`src/rtl/mlh_pkg.sv`:
```
// Shared types for the host-side handshake controller.
package mlh_pkg;
    typedef enum logic [2:0] {
        ST_IDLE,
        ST_SENT1,
        ST_SEND,
        ST_READ,
        ST_RDONE,
        ST_AWAIT
    } mlh_state_t;
endpackage

```
`src/rtl/mlh_cmd_check.sv`:
```
// Command screen: accepts a packet only if its length lies in [2, DEPTH]
// and its type byte does not exceed the controller type code.
// Assumes: purely combinational, length in bytes.
module mlh_cmd_check #(
    parameter int DW       = 8,
    parameter int CW       = 5,
    parameter int DEPTH    = 16,
    parameter int PKT_CTRL = 1
) (
    input  logic [CW-1:0] len,
    input  logic [DW-1:0] pkt_type,
    output logic          ok
);
    // Validity decision.
    always_comb begin
        ok = (len >= CW'(2)) && (len <= CW'(DEPTH)) && (pkt_type <= DW'(PKT_CTRL));
    end
endmodule

```
`src/rtl/mlh_rx_buf.sv`:
```
// Receive store: DEPTH byte registers written one at a time by index,
// exposed as a flat vector. Assumes the writer keeps the index in range.
module mlh_rx_buf #(
    parameter int DW    = 8,
    parameter int DEPTH = 16,
    localparam int IW   = $clog2(DEPTH)
) (
    input  logic                clk,
    input  logic                rst_n,
    input  logic                wr_en,
    input  logic [IW-1:0]       wr_idx,
    input  logic [DW-1:0]       wr_byte,
    output logic [DEPTH*DW-1:0] flat
);
    for (genvar gi = 0; gi < DEPTH; gi++) begin : g_ent
        logic [DW-1:0] ent;
        // One entry: capture the byte when addressed.
        always_ff @(posedge clk) begin
            if (!rst_n)
                ent <= '0;
            else if (wr_en && wr_idx == IW'(gi))
                ent <= wr_byte;
        end
        assign flat[gi*DW +: DW] = ent;
    end
endmodule

```
`src/rtl/mlh_reply_trim.sv`:
```
// Reply trimming rule: bus-type replies lose their two header bytes, and
// an empty or "no answer" bus reply becomes zero length. Combinational.
module mlh_reply_trim #(
    parameter int DW = 8,
    parameter int CW = 5
) (
    input  logic [CW-1:0] raw_len,
    input  logic [DW-1:0] hdr1,
    input  logic          is_bus,
    output logic [CW-1:0] out_len,
    output logic          shift2
);
    // Length and offset choice.
    always_comb begin
        out_len = raw_len;
        shift2  = 1'b0;
        if (is_bus) begin
            if (raw_len <= CW'(2) || hdr1[1]) begin
                out_len = '0;
            end else begin
                out_len = raw_len - CW'(2);
                shift2  = 1'b1;
            end
        end
    end
endmodule

```
`src/rtl/mcu_link_host.sv`:
```
// Host end of a three-wire handshake link to a management microcontroller.
// Holds one command, sends it through an external shifter, captures a reply
// or an unsolicited packet, detects first-byte collisions and retries.
// Assumes: sh_done is a one-cycle pulse and sh_rdata is valid with it.
module mcu_link_host
    import mlh_pkg::*;
#(
    parameter int DW       = 8,
    parameter int DEPTH    = 16,
    parameter int PKT_BUS  = 0,
    parameter int PKT_CTRL = 1,
    localparam int CW      = $clog2(DEPTH + 1),
    localparam int IW      = $clog2(DEPTH),
    localparam int BW      = DEPTH * DW
) (
    input  logic          clk,
    input  logic          rst_n,
    input  logic          peer_req_n,
    output logic          xfer_n,
    output logic          ack_n,
    input  logic          sh_done,
    output logic          sh_out,
    output logic          sh_load,
    output logic [DW-1:0] sh_wdata,
    output logic          sh_take,
    input  logic [DW-1:0] sh_rdata,
    input  logic          cmd_valid,
    output logic          cmd_ready,
    input  logic [CW-1:0] cmd_len,
    input  logic [BW-1:0] cmd_bytes,
    input  logic          cmd_reply,
    output logic          req_done,
    output logic          req_rej,
    output logic [CW-1:0] req_len,
    output logic [BW-1:0] reply_data,
    output logic          unsol_valid,
    output logic [CW-1:0] unsol_len,
    output logic [BW-1:0] unsol_data
);
    localparam logic [CW-1:0] ONE      = CW'(1);
    localparam logic [CW-1:0] FULL_CNT = CW'(DEPTH);

    mlh_state_t    state;
    logic          pending, exp_reply, to_reply, shift_q;
    logic [BW-1:0] cmd_buf;
    logic [CW-1:0] cmd_n, idx, cnt;
    logic [BW-1:0] reply_raw;
    logic          cmd_ok, full, rbuf_we, ubuf_we, trim_shift, is_bus;
    logic [CW-1:0] trim_len;

    assign cmd_ready = !pending;
    assign full      = (cnt == FULL_CNT);
    assign rbuf_we   = sh_done && state == ST_READ && !full && to_reply;
    assign ubuf_we   = sh_done && state == ST_READ && !full && !to_reply;
    assign is_bus    = (cmd_buf[DW-1:0] == DW'(PKT_BUS));

    mlh_cmd_check #(.DW(DW), .CW(CW), .DEPTH(DEPTH), .PKT_CTRL(PKT_CTRL)) u_check (
        .len(cmd_len), .pkt_type(cmd_bytes[DW-1:0]), .ok(cmd_ok)
    );

    mlh_rx_buf #(.DW(DW), .DEPTH(DEPTH)) u_reply_buf (
        .clk(clk), .rst_n(rst_n), .wr_en(rbuf_we), .wr_idx(cnt[IW-1:0]),
        .wr_byte(sh_rdata), .flat(reply_raw)
    );

    mlh_rx_buf #(.DW(DW), .DEPTH(DEPTH)) u_unsol_buf (
        .clk(clk), .rst_n(rst_n), .wr_en(ubuf_we), .wr_idx(cnt[IW-1:0]),
        .wr_byte(sh_rdata), .flat(unsol_data)
    );

    mlh_reply_trim #(.DW(DW), .CW(CW)) u_trim (
        .raw_len(cnt), .hdr1(reply_raw[DW +: DW]), .is_bus(is_bus),
        .out_len(trim_len), .shift2(trim_shift)
    );

    // Reply view: drop the two header bytes when trimming applied.
    for (genvar gi = 0; gi < DEPTH; gi++) begin : g_view
        if (gi + 2 < DEPTH) begin : g_mid
            assign reply_data[gi*DW +: DW] = shift_q ? reply_raw[(gi+2)*DW +: DW]
                                                     : reply_raw[gi*DW +: DW];
        end else begin : g_top
            assign reply_data[gi*DW +: DW] = shift_q ? '0 : reply_raw[gi*DW +: DW];
        end
    end

    function automatic logic [DW-1:0] cmd_byte(input logic [BW-1:0] buf_v,
                                               input logic [CW-1:0] i);
        return buf_v[int'(i)*DW +: DW];
    endfunction

    // Protocol sequencer: command intake, send, receive and completion.
    always_ff @(posedge clk) begin
        if (!rst_n) begin
            state       <= ST_IDLE;
            pending     <= 1'b0;
            exp_reply   <= 1'b0;
            to_reply    <= 1'b0;
            shift_q     <= 1'b0;
            cmd_buf     <= '0;
            cmd_n       <= '0;
            idx         <= '0;
            cnt         <= '0;
            xfer_n      <= 1'b1;
            ack_n       <= 1'b1;
            sh_out      <= 1'b0;
            sh_load     <= 1'b0;
            sh_wdata    <= '0;
            sh_take     <= 1'b0;
            req_done    <= 1'b0;
            req_rej     <= 1'b0;
            req_len     <= '0;
            unsol_valid <= 1'b0;
            unsol_len   <= '0;
        end else begin
            sh_load     <= 1'b0;
            sh_take     <= 1'b0;
            req_done    <= 1'b0;
            req_rej     <= 1'b0;
            unsol_valid <= 1'b0;
            if (cmd_valid && !pending) begin
                if (cmd_ok) begin
                    pending   <= 1'b1;
                    cmd_buf   <= cmd_bytes;
                    cmd_n     <= cmd_len;
                    exp_reply <= cmd_reply;
                end else begin
                    req_done <= 1'b1;
                    req_rej  <= 1'b1;
                    req_len  <= '0;
                end
            end
            unique case (state)
                ST_IDLE: begin
                    if (sh_done) begin
                        sh_take  <= 1'b1;
                        xfer_n   <= 1'b0;
                        to_reply <= 1'b0;
                        cnt      <= '0;
                        state    <= ST_READ;
                    end else if (pending && peer_req_n) begin
                        sh_out   <= 1'b1;
                        sh_load  <= 1'b1;
                        sh_wdata <= cmd_byte(cmd_buf, '0);
                        idx      <= ONE;
                        xfer_n   <= 1'b0;
                        state    <= ST_SENT1;
                    end
                end
                ST_SENT1: begin
                    if (sh_done) begin
                        if (!peer_req_n) begin
                            sh_out  <= 1'b0;
                            sh_take <= 1'b1;
                            xfer_n  <= 1'b1;
                            ack_n   <= 1'b1;
                            state   <= ST_IDLE;
                        end else begin
                            sh_load  <= 1'b1;
                            sh_wdata <= cmd_byte(cmd_buf, idx);
                            idx      <= idx + ONE;
                            ack_n    <= ~ack_n;
                            state    <= ST_SEND;
                        end
                    end
                end
                ST_SEND: begin
                    if (sh_done) begin
                        if (idx >= cmd_n) begin
                            sh_out  <= 1'b0;
                            sh_take <= 1'b1;
                            xfer_n  <= 1'b1;
                            ack_n   <= 1'b1;
                            if (exp_reply) begin
                                state <= ST_AWAIT;
                            end else begin
                                state    <= ST_IDLE;
                                pending  <= 1'b0;
                                req_done <= 1'b1;
                                req_len  <= '0;
                            end
                        end else begin
                            sh_load  <= 1'b1;
                            sh_wdata <= cmd_byte(cmd_buf, idx);
                            idx      <= idx + ONE;
                            ack_n    <= ~ack_n;
                        end
                    end
                end
                ST_AWAIT: begin
                    if (sh_done) begin
                        sh_take  <= 1'b1;
                        xfer_n   <= 1'b0;
                        to_reply <= 1'b1;
                        cnt      <= '0;
                        state    <= ST_READ;
                    end
                end
                ST_READ: begin
                    if (sh_done) begin
                        sh_take <= 1'b1;
                        if (!full)
                            cnt <= cnt + ONE;
                        if (peer_req_n || full) begin
                            xfer_n <= 1'b1;
                            ack_n  <= 1'b1;
                            state  <= ST_RDONE;
                        end else begin
                            ack_n <= ~ack_n;
                        end
                    end
                end
                ST_RDONE: begin
                    if (sh_done) begin
                        sh_take <= 1'b1;
                        if (to_reply) begin
                            req_done <= 1'b1;
                            req_len  <= trim_len;
                            shift_q  <= trim_shift;
                            pending  <= 1'b0;
                        end else begin
                            unsol_valid <= 1'b1;
                            unsol_len   <= cnt;
                        end
                        if (!to_reply && pending && peer_req_n) begin
                            sh_out   <= 1'b1;
                            sh_load  <= 1'b1;
                            sh_wdata <= cmd_byte(cmd_buf, '0);
                            idx      <= ONE;
                            xfer_n   <= 1'b0;
                            state    <= ST_SENT1;
                        end else if (!peer_req_n) begin
                            xfer_n   <= 1'b0;
                            to_reply <= 1'b0;
                            cnt      <= '0;
                            state    <= ST_READ;
                        end else begin
                            state <= ST_IDLE;
                        end
                    end
                end
                default: state <= ST_IDLE;
            endcase
        end
    end

    // idle always leaves both host lines negated.
    a_r6_idle_lines_high: assert property (@(posedge clk) disable iff (!rst_n)
        (state == ST_IDLE) |-> (xfer_n && ack_n));

    // a collision always lands in idle, receiving, lines negated.
    a_r4_collision_idle: assert property (@(posedge clk) disable iff (!rst_n)
        (state == ST_SENT1 && sh_done && !peer_req_n)
        |=> (state == ST_IDLE && !sh_out && xfer_n && ack_n && pending));

    // a mid-packet send byte flips the acknowledge line.
    a_r5_ack_flips: assert property (@(posedge clk) disable iff (!rst_n)
        (sh_done && state == ST_SEND && idx < cmd_n) |=> (ack_n != $past(ack_n)));

    // the shifter is only loaded while it is set to send.
    a_r3_load_when_out: assert property (@(posedge clk) disable iff (!rst_n)
        sh_load |-> sh_out);

    // the receive count never passes the buffer depth.
    a_r7_no_overflow: assert property (@(posedge clk) disable iff (!rst_n)
        cnt <= FULL_CNT);

    // a rejection never leaves a command pending.
    a_r2_reject_clear: assert property (@(posedge clk) disable iff (!rst_n)
        req_rej |-> (req_done && !pending));
endmodule

```
`config.mk`:
```
export PLATFORM = sky130hd
export DESIGN_NAME = mcu_link_host
export DESIGN_NICKNAME = d
export VERILOG_FILES = /design/src/rtl/mlh_pkg.sv /design/src/rtl/mlh_cmd_check.sv /design/src/rtl/mlh_rx_buf.sv /design/src/rtl/mlh_reply_trim.sv /design/src/rtl/mcu_link_host.sv
export SDC_FILE = /design/constraint.sdc
export NUM_CORES = 1
export LEC_CHECK = 0
export ABC_AREA = 1
export BUFFER_PORTS_ARGS = -buffer_cell sky130_fd_sc_hd__buf_2
export CAP_MARGIN = 20
export CORE_MARGIN = 2
export CORE_UTILIZATION = 49
export DETAILED_ROUTE_END_ITERATION = 6
export GPL_TIMING_DRIVEN = 0
export PLACE_DENSITY = 0.73
export REMOVE_ABC_BUFFERS = 1
export SKIP_CTS_REPAIR_TIMING = 1
export SYNTH_ARGS = -nofsm -noshare
export SYNTH_HDL_FRONTEND = slang
export SYNTH_SLANG_ARGS = --single-unit
```
`constraint.sdc`:
```
create_clock -name clk -period 4.7 [get_ports clk]
set_input_delay 0.705 -clock clk [delete_from_list [all_inputs] [get_ports clk]]
set_output_delay 0.705 -clock clk [all_outputs]
set_load 0.005 [all_outputs]
```
==> results.md <==
- Library cells used by synthesis: 41
- Pwr dens: 378 mW/mm^2
- Critical path type: primary input to register
- Cells along the critical path: buf_2, or2_1, nor3_2, nand3_4, nor2_4, buf_12, buf_16, o21ai_0, nor2_1
- Avg Vias per Cell: 5.24
- Layout area overhead: 19.1%
- Post-Place Cells: 3495
- Share of cells above drive strength 1: 18.5%
- Sink Count: 432
- Post-route insts no fill: 3584
- Post-layout min period: 3.13 ns
- HPWL Detailed: 39.5 mm
- Pre-CTS WS: 0.912 ns
- GR Overflow Total: 0
- Async set-reset flop share out of synthesis: 0%
- Synthesized area: 0.0195 mm^2
- Syn_area_per_cell: 7.11 um^2
- CP Data Arrival Time: 3.63 ns
- Vias in the first global route: 17400
- Chip Height: 203 um
- Final Skew: 0.0129 ns
- Slew headroom: 33.4%
- DRT iter0 DRCs: 1288
- Post-Syn Instances: 2736
- Setup crit end kind: register
- Final total power: 8.75 mW
- Worst Tran Pin Value: 0.998 ns
- Sequential fraction of the synthesis area: 44.5%
- Unrepaired setup endpoints after global routing: no
- Antenna violations before repair: 4
- Max Root-Sink Buffers: 3
- CP Launch Type: primary input
- Max stage delay on crit path: 0.96 ns
- Top-Level Pins: 430
- Cell depth of the worst hold path: 3
- CP max stage cell: nor2_4
- Seq cells post-synth: 432
- Max Cap Viol: 0
- Register area: 0.00865 mm^2
- Root Buffer Master: clkbuf_16
- H-tree depth: 2
- Hold slack: 0.352 ns
- Vias: 18800
- # fillers: 3627
- Wire length per cell: 16.2 um
- Die area: 0.0413 mm^2
- CP max FO: 52
- Area post-placement: 0.0216 mm^2
- Final Hold Violating Endpoints: 0
- R2R cell count: 14
- Ys Warns: 0
- Part of the cycle the worst path needs: 66.6%
- Routed Antenna Nets: 0
- Clk slew on worst S/H paths: 0.06 ns
- Global-route wire length before repair: 91.8 mm
- Overall routing resource usage: 27.4%
- DRT Wirelength: 58.1 mm
- Fin Setup TNS: 0 ns
- Final-stage net count: 3186
- Post-route cell area: 0.0232 mm^2
- CTS tree: yes
- Main synth FF type: dfxtp_1
- Area occupied by multi-input gates: 0.00838 mm^2
- Fmax: 320 MHz
- Hold crit path type: primary input to register
- Rows: 72
- Outcome: completed
- Largest net degree at the start of global routing: 201
- Reg2Reg Setup Slack: 1.57 ns
- Final setup vio count: 0
- Slew Limit Fails: 0
- Number of synthesized flops with an enable pin: 0
- RD Place Congestion: 0.888
- First-pass DRT Iterations: 5
- Post-route DRC: 0
- Final core utilization: 59.5%
- Core Area: 0.0389 mm^2
- Largest voltage drop on the vdd net: 0.237 mV
- Leakage: 10.1 nW
- Num CTS Buffers: 47
- Initial core utilization: 50.0%
- Port bufs: 429
- Critical Path RT: 5.20 ns
- Die width: 203 um
- Setup ws final: 1.57 ns
- Worst skew pair latency: 0.58 ns
[cells in the final DEF (no fill, tap or decap), drive strengths merged, types with 2 or more instances in the layout]
cell type	synthesis	final
a21oi	290	290
buf	68	442
bufinv	0	3
clkbuf	133	70
clkinv	5	12
clkinvlp	0	3
dfxtp	432	432
diode	0	2
ha	12	12
inv	372	376
nand2	338	338
nand3	101	101
nand4	17	17
nor2	256	256
nor3	136	136
o21ai	558	558
o22ai	7	7
xor2	4	4
[synth_stat cells, types with 3 or more instances]
cell type	count	area, um^2
nand2_1	323	1210
buf_6	21	236
nand2_4	11	124
buf_2	16	80.1
dfxtp_1	432	8650
o21ai_0	527	2640
inv_1	367	1380
nor2_2	4	25.0
inv_2	3	11.3
buf_1	14	52.6
o21ai_1	29	145
clkbuf_1	133	499
nor3_1	135	676
nand4_1	17	106
xor2_1	4	35.0
o22ai_1	7	43.8
nand3_4	9	158
clkinv_1	4	15.0
nand3_1	91	455
a21oi_1	290	1450
nor2_1	248	931
ha_1	12	150
buf_4	15	113
[cells by family (layout without fill, tap and decap cells)]
kind of cell    Yosys count  in the layout  share of synthesized area [%]
compound gates          859            859                           22.2
simple gates            850            850                           19.7
buf+inv                 578            906                           12.6
flops                   432            432                           44.5
fa+ha+maj                12             12                          0.772
xor+xnor                  5              5                          0.225
other cells               0              2                              0
[final timing paths]
kind | start | end
setup / recovery | cmd_bytes[2] | cmd_buf[38]$_SDFFE_PN0P_
hold / removal | cmd_bytes[87] | cmd_buf[87]$_SDFFE_PN0P_
setup reg to reg | idx[0]$_SDFFE_PN0P_ | sh_wdata[2]$_SDFFE_PN0P_
hold reg to reg | u_unsol_buf.g_ent[4].ent[1]$_SDFFE_PN0P_ | u_unsol_buf.g_ent[4].ent[1]$_SDFFE_PN0P_
[final cells by class]
| class | count | area share (%) |
|---|---|---|
| flip-flops and latches | 432 | 37.3 |
| diodes | 2 | 0.0216 |
| multi-input cells | 1726 | 36.1 |
| clock inverters | 17 | 0.804 |
| repair buffers | 443 | 10.7 |
| inverters | 377 | 6.16 |
| clock buffers | 69 | 5.99 |
| well taps | 518 | 2.80 |
[report_power, final]
group | switching [mW] | total (mW) | internal, mW
Sequential | 0.0787 | 3.79 | 3.71
Clock | 1.54 | 3.76 | 2.22
Combinational | 0.831 | 1.21 | 0.375
[sequential cells by signal, summed over array words and instances, names as in the netlist, 3 cells and up]
| signal | flops |
|---|---|
| cnt | 5 |
| u_reply_buf.g_ent.ent | 128 |
| cmd_n | 5 |
| cmd_buf | 128 |
| idx | 5 |
| req_len | 5 |
| u_unsol_buf.g_ent.ent | 128 |
| sh_wdata | 8 |
| state | 3 |
| unsol_len | 5 |
[routing by layer]
metal	routed length (um)	vias to the layer above	part of all wire [%]	GRT usage (%)
met5	27	-	0.046	0
met4	1700	4	2.9	9.05
met3	4490	112	7.7	5.80
met2	27900	659	48	47.0
met1	24000	8550	41	34.2
li1	-	9472	-	-
[worst max-delay path: cells and delay by family]
| kind | cells | cell delay [ns] |
|---|---|---|
| AOI/OAI and AO/OA | 1 | 0.11 |
| buffers and inverters | 3 | 0.59 |
| and+or+nand+nor | 5 | 2.16 |
Power figures use the tool's default switching activity.
